File: src/rtl/pwm_pkg.sv
package pwm_pkg;
  localparam int DATA_W   = 32;
  localparam int SLOT_LSB = 2;   // word aligned
  localparam int BANK_LSB = 5;   // 8 words per bank
  localparam int SLOT_W   = BANK_LSB - SLOT_LSB;
  localparam int EN_BIT   = 31;
  localparam int HI_LSB   = 16;
  localparam int CTRL_BANK = 0;
  localparam int TIM_BANK  = 1;
endpackage

File: src/rtl/pwm_regfile.sv
module pwm_regfile
  import pwm_pkg::*;
#(
  parameter int N_CH   = 6,
  parameter int CNT_W  = 16,
  parameter int ADDR_W = 8
) (
  input  logic                             clk_i,
  input  logic                             rst_ni,
  input  logic                             wr_en_i,
  input  logic                             rd_en_i,
  input  logic [ADDR_W-1:0]                addr_i,
  input  logic [DATA_W-1:0]                wdata_i,
  output logic [DATA_W-1:0]                rdata_o,
  output logic [N_CH-1:0]                  en_o,
  output logic [N_CH-1:0][2*CNT_W-1:0]     tim_o
);
  localparam int BANK_W = ADDR_W - BANK_LSB;

  logic [N_CH-1:0][DATA_W-1:0] ctrl_q, tim_q;
  logic [BANK_W-1:0] bank;
  logic [SLOT_W-1:0] slot;
  logic slot_ok, hit_ctrl, hit_tim;
  logic [DATA_W-1:0] rd_mux, rdata_q;

  assign bank     = addr_i[ADDR_W-1:BANK_LSB];
  assign slot     = addr_i[BANK_LSB-1:SLOT_LSB];
  assign slot_ok  = int'(slot) < N_CH;
  assign hit_ctrl = slot_ok && (bank == BANK_W'(CTRL_BANK));
  assign hit_tim  = slot_ok && (bank == BANK_W'(TIM_BANK));

  for (genvar ch = 0; ch < N_CH; ch++) begin : g_ch
    logic wr_ctrl, wr_tim;
    assign wr_ctrl = wr_en_i && hit_ctrl && (slot == SLOT_W'(ch));
    assign wr_tim  = wr_en_i && hit_tim  && (slot == SLOT_W'(ch));

    always_ff @(posedge clk_i or negedge rst_ni) begin
      if (!rst_ni) begin
        ctrl_q[ch] <= '0;
        tim_q[ch]  <= '0;
      end else begin
        if (wr_ctrl) ctrl_q[ch] <= wdata_i;
        if (wr_tim)  tim_q[ch]  <= wdata_i;
      end
    end

    assign en_o[ch] = ctrl_q[ch][EN_BIT];
    // bypass so a write on the boundary edge is seen by the reload
    assign tim_o[ch] = wr_tim ? {wdata_i[HI_LSB +: CNT_W], wdata_i[0 +: CNT_W]}
                              : {tim_q[ch][HI_LSB +: CNT_W], tim_q[ch][0 +: CNT_W]};
  end

  always_comb begin
    rd_mux = '0;
    for (int ch = 0; ch < N_CH; ch++) begin
      if (slot == SLOT_W'(ch)) begin
        if (hit_ctrl) rd_mux = ctrl_q[ch];
        if (hit_tim)  rd_mux = tim_q[ch];
      end
    end
  end

  always_ff @(posedge clk_i or negedge rst_ni) begin
    if (!rst_ni)      rdata_q <= '0;
    else if (rd_en_i) rdata_q <= rd_mux;
  end

  assign rdata_o = rdata_q;


  unmapped_rd_zero_chk: assert property (@(posedge clk_i) disable iff (!rst_ni)
    (rd_en_i && !hit_ctrl && !hit_tim) |=> (rdata_o == '0));
endmodule

File: src/rtl/pwm_chan.sv
module pwm_chan #(
  parameter int CNT_W = 16
) (
  input  logic               clk_i,
  input  logic               rst_ni,
  input  logic               en_i,
  input  logic [2*CNT_W-1:0] tim_i,
  output logic               pwm_o
);
  localparam int PER_W = CNT_W + 1;

  logic             run_q;
  logic [PER_W-1:0] cnt_q, period;
  logic [CNT_W-1:0] hi_q, lo_q;
  logic             last;

  assign period = PER_W'(hi_q) + PER_W'(lo_q);
  assign last   = (period == '0) || (cnt_q == period - PER_W'(1));

  always_ff @(posedge clk_i or negedge rst_ni) begin
    if (!rst_ni) begin
      run_q <= 1'b0;
      cnt_q <= '0;
      hi_q  <= '0;
      lo_q  <= '0;
    end else if (!en_i) begin
      run_q <= 1'b0;
      cnt_q <= '0;
    end else if (!run_q || last) begin
      run_q <= 1'b1;
      cnt_q <= '0;
      hi_q  <= tim_i[CNT_W +: CNT_W];
      lo_q  <= tim_i[0 +: CNT_W];
    end else begin
      cnt_q <= cnt_q + PER_W'(1);
    end
  end

  assign pwm_o = en_i && run_q && (cnt_q < PER_W'(hi_q));


  act_hold_chk: assert property (@(posedge clk_i) disable iff (!rst_ni)
    (en_i && run_q && !last) |=> ($stable(hi_q) && $stable(lo_q)));

  cnt_step_chk: assert property (@(posedge clk_i) disable iff (!rst_ni)
    (en_i && run_q && !last) |=> (cnt_q == $past(cnt_q) + PER_W'(1)));

  start_high_chk: assert property (@(posedge clk_i) disable iff (!rst_ni)
    ($rose(run_q) && en_i) |-> ((cnt_q == '0) && (pwm_o == (hi_q != '0))));

  zero_hi_chk: assert property (@(posedge clk_i) disable iff (!rst_ni)
    (run_q && (hi_q == '0)) |-> !pwm_o);
endmodule

File: src/rtl/hl_pwm_ctrl.sv
module hl_pwm_ctrl
  import pwm_pkg::*;
#(
  parameter int N_CH   = 6,
  parameter int CNT_W  = 16,
  parameter int ADDR_W = 8
) (
  input  logic              clk_i,
  input  logic              rst_ni,
  input  logic              wr_en_i,
  input  logic              rd_en_i,
  input  logic [ADDR_W-1:0] addr_i,
  input  logic [31:0]       wdata_i,
  output logic [31:0]       rdata_o,
  output logic [N_CH-1:0]   pwm_o
);
  logic [N_CH-1:0]              en;
  logic [N_CH-1:0][2*CNT_W-1:0] tim;

  pwm_regfile #(.N_CH(N_CH), .CNT_W(CNT_W), .ADDR_W(ADDR_W)) u_regs (
    .clk_i   (clk_i),
    .rst_ni  (rst_ni),
    .wr_en_i (wr_en_i),
    .rd_en_i (rd_en_i),
    .addr_i  (addr_i),
    .wdata_i (wdata_i),
    .rdata_o (rdata_o),
    .en_o    (en),
    .tim_o   (tim)
  );

  for (genvar ch = 0; ch < N_CH; ch++) begin : g_chan
    pwm_chan #(.CNT_W(CNT_W)) u_chan (
      .clk_i  (clk_i),
      .rst_ni (rst_ni),
      .en_i   (en[ch]),
      .tim_i  (tim[ch]),
      .pwm_o  (pwm_o[ch])
    );
  end
endmodule

File: config.mk
export PLATFORM = sky130hd
export DESIGN_NAME = hl_pwm_ctrl
export DESIGN_NICKNAME = d
export VERILOG_FILES = /design/src/rtl/pwm_pkg.sv /design/src/rtl/pwm_regfile.sv /design/src/rtl/pwm_chan.sv /design/src/rtl/hl_pwm_ctrl.sv
export SDC_FILE = /design/constraint.sdc
export NUM_CORES = 1
export LEC_CHECK = 0
export ABC_CLOCK_PERIOD_IN_PS = 4800
export BUFFER_PORTS_ARGS = -buffer_cell sky130_fd_sc_hd__buf_2
export CELL_PAD_IN_SITES_DETAIL_PLACEMENT = 0
export CELL_PAD_IN_SITES_GLOBAL_PLACEMENT = 1
export CORE_UTILIZATION = 35
export DETAILED_ROUTE_END_ITERATION = 7
export GPL_TIMING_DRIVEN = 0
export PLACE_DENSITY = 0.68
export SYNTH_ARGS = -nofsm -noshare
export SYNTH_HDL_FRONTEND = slang
export SYNTH_SLANG_ARGS = --single-unit
File: constraint.sdc
create_clock -name clk_i -period 4.8 [get_ports clk_i]
set_clock_uncertainty 0.15 [all_clocks]
set_input_delay 0.24 -clock clk_i [delete_from_list [all_inputs] [get_ports clk_i]]
set_output_delay 0.24 -clock clk_i [all_outputs]
set_load 0.01 [all_outputs]
Word level (Yosys, flattened, before mapping)
Index checks and enable logic that the tools add are counted.
{"block": "classes", "addsub": 18, "order_cmp": 7, "n_eq_ne": 18, "muxes": 48, "reduce_logical": 60}
{"cell": "32-bit two-way mux", "n": 24}
{"cell": "17-bit two-way mux", "n": 12}
{"cell": "16-bit by 16-bit adder with 17-bit output", "n": 6}
{"cell": "17-bit by 1-bit adder with 17-bit output, second input constant", "n": 6}
{"cell": "17-bit == test", "n": 6}
{"cell": "17-bit zero test", "n": 6}
{"cell": "17-bit by 16-bit < comparator with 1-bit output", "n": 6}
{"cell": "17-bit by 1-bit subtractor with 17-bit output, second input constant", "n": 6}
{"cell": "1-bit logical AND", "n": 28}
{"cell": "1-bit logical OR", "n": 12}
{"cell": "1-bit two-way mux", "n": 12}
{"cell": "2-bit by 1-bit inequality test with 1-bit output, second input constant", "n": 6}
{"cell": "2-bit AND reduction", "n": 6}
{"cell": "3-bit by 1-bit == test with 1-bit output, second input constant", "n": 2}
{"cell": "3-bit by 2-bit == test with 1-bit output, second input constant", "n": 2}
{"cell": "3-bit == test, second input constant", "n": 2}
{"cell": "1-bit zero test", "n": 6}
{"cell": "3-bit zero test", "n": 2}
{"cell": "3-bit < comparator, second input constant", "n": 1}
{"block": "totals", "register_bits": 716, "inputBits": 44, "wordCells": 188}

Depth between registers and ports, before layout
{"block": "depth", "word_depth": 20, "mapped_depth": 17, "mapped_depth_nobuf": 15}

Hierarchy
Synthesis repeated with hierarchy kept, for this count alone.
{"block": "hier_totals", "cells_unflattened": 4761, "area_unflattened_um2": 47972.3}
{"module": "pwm_chan at g_chan[0].u_chan ...", "instances": 5, "cells_each": 600, "area_per_inst_um2": 5032.3}
{"module": "pwm_regfile", "instances": 1, "cells_each": 1334, "area_per_inst_um2": 18656.6}
{"module": "pwm_chan at g_chan[5].u_chan", "instances": 1, "cells_each": 427, "area_per_inst_um2": 4154.0}

Worst setup path before layout
OpenSTA, ideal clock, no wires.
{"block": "synth_timing", "kind": "reg-to-reg", "from": "register g_chan[1].u_chan.hi_q[0]", "to": "register g_chan[1].u_chan.hi_q[2]", "setup_time_ps": 127, "t_arrival_ps": 3944, "path_slack_ps": 578, "stages_incl_launch_ff": 16, "period_less_slack_ps": 4222, "cell_sequence": "dfrtp_1 ha_1 inv_1 fa_1 nor2b_1 o2111ai_1 nand4b_1 a22oi_1 or4b_4 nor4_1 xnor2_1 xnor2_1 nor4_1 a32oi_4 buf_6 mux2_1"}
{"block": "synth_between", "elab_chain_cells": 6, "word_cells_on_any_way": 7, "cone_classes": "2 x add/sub; 1 x eq/ne; 4 x reduce/logical"}
{"item": "start: declaration", "line": "pwm_chan.sv:14", "source": "logic [CNT_W-1:0] hi_q, lo_q;"}
{"item": "start signal: assignment", "line": "pwm_chan.sv:32", "source": "hi_q <= tim_i[CNT_W +: CNT_W];"}
{"item": "16-bit by 16-bit adder with 17-bit output *", "line": "pwm_chan.sv:17", "source": "assign period = PER_W'(hi_q) + PER_W'(lo_q);"}
{"item": "17-bit by 1-bit subtractor with 17-bit output", "line": "pwm_chan.sv:18", "source": "assign last = (period == '0) || (cnt_q == period - PER_W'(1));"}
{"item": "17-bit == test", "line": "pwm_chan.sv:18"}
{"item": "1-bit logical OR *", "line": "pwm_chan.sv:18"}
{"item": "1-bit logical OR *", "line": "pwm_chan.sv:29", "source": "end else if (!run_q || last) begin"}
{"item": "2-bit AND reduction (no line) *"}
Every way passes the cells marked *; elsewhere a longest branch is shown, timed or not.
A chain may end at the register's enable or synchronous reset.

Worst setup path in the final report
{"block": "layout_timing", "from": "register g_chan[0].u_chan.lo_q[0]", "to": "register g_chan[0].u_chan.hi_q[0]"}
{"block": "layout_between", "elab_chain_cells": 6, "word_cells_on_any_way": 7, "cone_classes": "2 x add/sub; 1 x eq/ne; 4 x reduce/logical"}
{"item": "start: declaration", "line": "pwm_chan.sv:14"}
{"item": "start signal: assignment", "line": "pwm_chan.sv:33", "source": "lo_q <= tim_i[0 +: CNT_W];"}
{"item": "16-bit by 16-bit adder with 17-bit output *", "line": "pwm_chan.sv:17"}
{"item": "17-bit by 1-bit subtractor with 17-bit output", "line": "pwm_chan.sv:18"}
{"item": "17-bit == test", "line": "pwm_chan.sv:18"}
{"item": "1-bit logical OR *", "line": "pwm_chan.sv:18"}
{"item": "1-bit logical OR *", "line": "pwm_chan.sv:29"}
{"item": "2-bit AND reduction (no line) *"}
{"item": "end signal: assignment", "line": "pwm_chan.sv:32"}
{"item": "end: declaration", "line": "pwm_chan.sv:14"}
Marks and branches as above.

==> out/metrics.yaml <==
wl_per_cell_um: 23.4
utilization_pct: 40.6
antenna_found_initial: 12
drv_cap: 0
slew_violations: 0
htreeDepth: 3
grt_pass1_wl_um: 202000
multi_input_area_mm2: 0.0232
core_mm2: 0.120
hold_viol_final: 0
ys_types: 105
p_comb_share_pct: 40.0
setup_violations: 0
netlist.area_leader.share_pct: 42.4
synthFlopType: "dfrtp_1"
crit_chain: "ha_2 > inv_1 > fa_2 > nand2b_4 > a211oi_4 > o31a_1 > a211oi_2 > xnor2_1 > or3_4 > or4_1 > nand2_1 > xor2_2 > o211ai_1 > o31a_4 > buf_6 > mux2_4"
p_int_w: 0.0149
cp_max_fo: 10
met1_usage_pct: 31.5
port_buffers: 78
cp-end-kind: "register"
required_ns: 5.17
synthArstFlopShare_pct: 100
crit_path_max_incr_delay_ns: 0.51
busiest_layer: "met2"
io_pins: 82
postLayoutSetupSlackWorst_ns: 0.187
clk_path_buf_depth: 3
arrival_ns: 4.99
num_rows: 127
place_ws_ns: -0.196
final_common_cell: "dfrtp_1"
vias: 31320
synth_top_cell_by_area: "dfrtp_1"
min_period_ns: 4.61
num-nets-final: 4353
worstMarginPinSlew_ns: 1.30
cts_buffers: 84
use_met2_pct: 33.9
dpl.hpwl_um: 102000
grt_overflow: 0
syn_inst: 3882
cts_sinks: 716
die_w_um: 350
use_met3_pct: 3.79
syn_nets: 4130
clockPowerShare_pct: 28.1
yosysWarnings: 0
cts-root-buf: "clkbuf_16"
grt_max_degree: 120
yosysSeqAreaShare_pct: 42.4
path_clk_slew_ns: 0.06
totalWireLength_um: 136000
clk_latency_ns: 0.67
crit_path_start_kind: "register"
power.density_mw_per_mm2: 487
register_area_mm2: 0.0179
switching_power_w: 0.00875
switching_share_pct: 36.9
drc: 0
peakVddDrop_mv: 0.268
ys_ff_latch: 716
grt_pass1_vias: 30924
grt_use_total_pct: 22.0
drtIter0Drc: 2501
p_seq_share_pct: 31.9
hold_path.class: "in2async"
synth_area_mm2: 0.0423
outcome: "completed"
drive_gt1_share_pct: 22.9
netlist_top_cells_area: "dfrtp_1, mux2_2, ha_1"
start_util_pct: 35.3
leakagePower_nw: 22.3
fillers: 11749
viasPerCell: 5.41
mostFrequentLayoutCells: "dfrtp_1, mux2_2, nor2_1, ha_1"
dieArea_mm2: 0.122
synth.avg_cell_area_um2: 10.9
cp_slowest_cell: "or4_1"
dr.pass1.iters: 5
area_growth_pct: 15.2
ant_nets: 0
slew_headroom_pct: 13.1
cts_tree: "yes"
critPathKind: "reg2reg"
max_freq_mhz: 217
min_period_over_period_pct: 96.1
die_y_um: 350
gp_congestion: 0.998
synth_edf_count: 0
finalPower_w: 0.0237
-- power by group through the flow --
stage	Combinational, W	Clock, W	Sequential, W
3_3_place_gp	0.00883	0	0.00766
6_report	0.00947	0.00666	0.00757
2_1_floorplan	0.00699	0	0.00737
5_1_grt	0.0105	0.00698	0.00768
4_1_cts	0.00907	0.00678	0.00757
3_5_place_dp	0.00892	0	0.00767
-- cells by family (layout without fill, tap and decap cells) --
group | Yosys count | after routing | synth area share (%)
AO/OA/AOI/OAI | 604 | 604 | 9.94
XOR/XNOR | 296 | 296 | 6.22
adder cells (fa/ha/maj) | 205 | 205 | 6.17
buffers and inverters | 390 | 680 | 3.80
flip-flops | 716 | 716 | 42.4
multiplexers | 769 | 769 | 20.3
other | 0 | 4 | 0
AND/OR/NAND/NOR | 902 | 902 | 11.2
-- final timing paths --
check / startpoint / cells past startpoint / slack, ns / to
worst max-delay path: g_chan[0].u_chan.lo_q[0]$_DFFE_PN0P_ / 16 / 0.19 / g_chan[0].u_chan.hi_q[0]$_DFFE_PN0P_
worst min-delay path: rst_ni / 2 / 0.04 / g_chan[5].u_chan.cnt_q[12]$_DFF_PN0_
worst max register to register: g_chan[0].u_chan.lo_q[0]$_DFFE_PN0P_ / 16 / 0.19 / g_chan[0].u_chan.hi_q[0]$_DFFE_PN0P_
worst min register to register: g_chan[4].u_chan.lo_q[4]$_DFFE_PN0P_ / 1 / 0.35 / g_chan[4].u_chan.lo_q[4]$_DFFE_PN0P_
max in group asynchronous: rst_ni / 5 / 2.30 / u_regs.rdata_o[2]$_DFFE_PN0P_
min in group clk_i: addr_i[2] / 4 / 0.20 / u_regs.ctrl_q[32]$_DFFE_PN0P_
-- metrics by stage --
step	cells	cell area, um^2	hold WS, ns	setup TNS (ns)
after global routing	5784	48700	0.0854	-0.116
after global placement	5572	44700	0.328	-8869.51
after CTS	5764	48100	0.0340	0
after detailed placement	5578	44900	0.173	-12.83
after floorplan	3882	42300	-0.206	0
final	5788	48700	0.0382	0
-- layout make-up --
| cell class | count | share of cell area (%) |
|---|---|---|
| multi-input combinational | 2776 | 47.6 |
| sequential | 716 | 36.8 |
| clock buffer | 121 | 4.98 |
| tap | 1612 | 4.14 |
| timing repair buffer | 139 | 2.24 |
| buffer | 212 | 1.98 |
| inverter | 176 | 1.36 |
| clock inverter | 32 | 0.876 |
| antenna | 4 | 0.0206 |
-- flip-flops by register name, indices dropped and copies added (netlist names) --
name                 count
u_regs.ctrl_q          186
g_chan.u_chan.hi_q      96
g_chan.u_chan.lo_q      96
u_regs.tim_q           192
u_regs.en_o              6
u_regs.rdata_o          32
g_chan.u_chan.cnt_q    102
g_chan.u_chan.run_q      6
-- cells in the mapped netlist (all sizes together), types with 12 or more instances --
master	count
o311ai	12
dfrtp	716
xnor2	172
xor2	122
nor3	97
a211oi	42
nor2	203
o21bai	14
mux2i	174
buf	85
a21oi	97
or2	15
nand2b	23
a22oi	16
nor3b	18
nor4	51
inv	174
o22ai	32
or3	17
a32oi	14
a221oi	15
o21ai	123
a31oi	31
mux2	595
o21a	23
clkbuf	129
and2	16
a21o	66
nor2b	38
ha	198
nand3	106
nand2	167
o221ai	20
o31ai	13
o211ai	19
and3	45
nand4	42
-- critical path, delay by kind of cell, from the launching register on --
| family | cells | cell delay, ns |
|---|---|---|
| compound gates | 5 | 1.27 |
| xor+xnor | 2 | 0.35 |
| fa+ha+maj | 2 | 0.56 |
| buf+inv | 2 | 0.23 |
| flops | 1 | 0.37 |
| mux | 1 | 0.30 |
| simple gates | 4 | 1.24 |
-- layer usage --
metal | routed length [um] | vias to the layer above
met4 | 3880 | 2
met5 | 17 | -
met1 | 63800 | 15838
li1 | - | 14539
met2 | 59900 | 758
met3 | 7900 | 183
-- what timing repair did --
item	in CTS	in global routing
setup buffers	0	21
pin swaps	0	17
hold endpoints to repair	212	0
endpoints found under the setup margin	145	252
hold buffers	33	0
cloned	0	1
gates resized for setup	11	77
No activity file was read; power rests on OpenSTA's default activity.
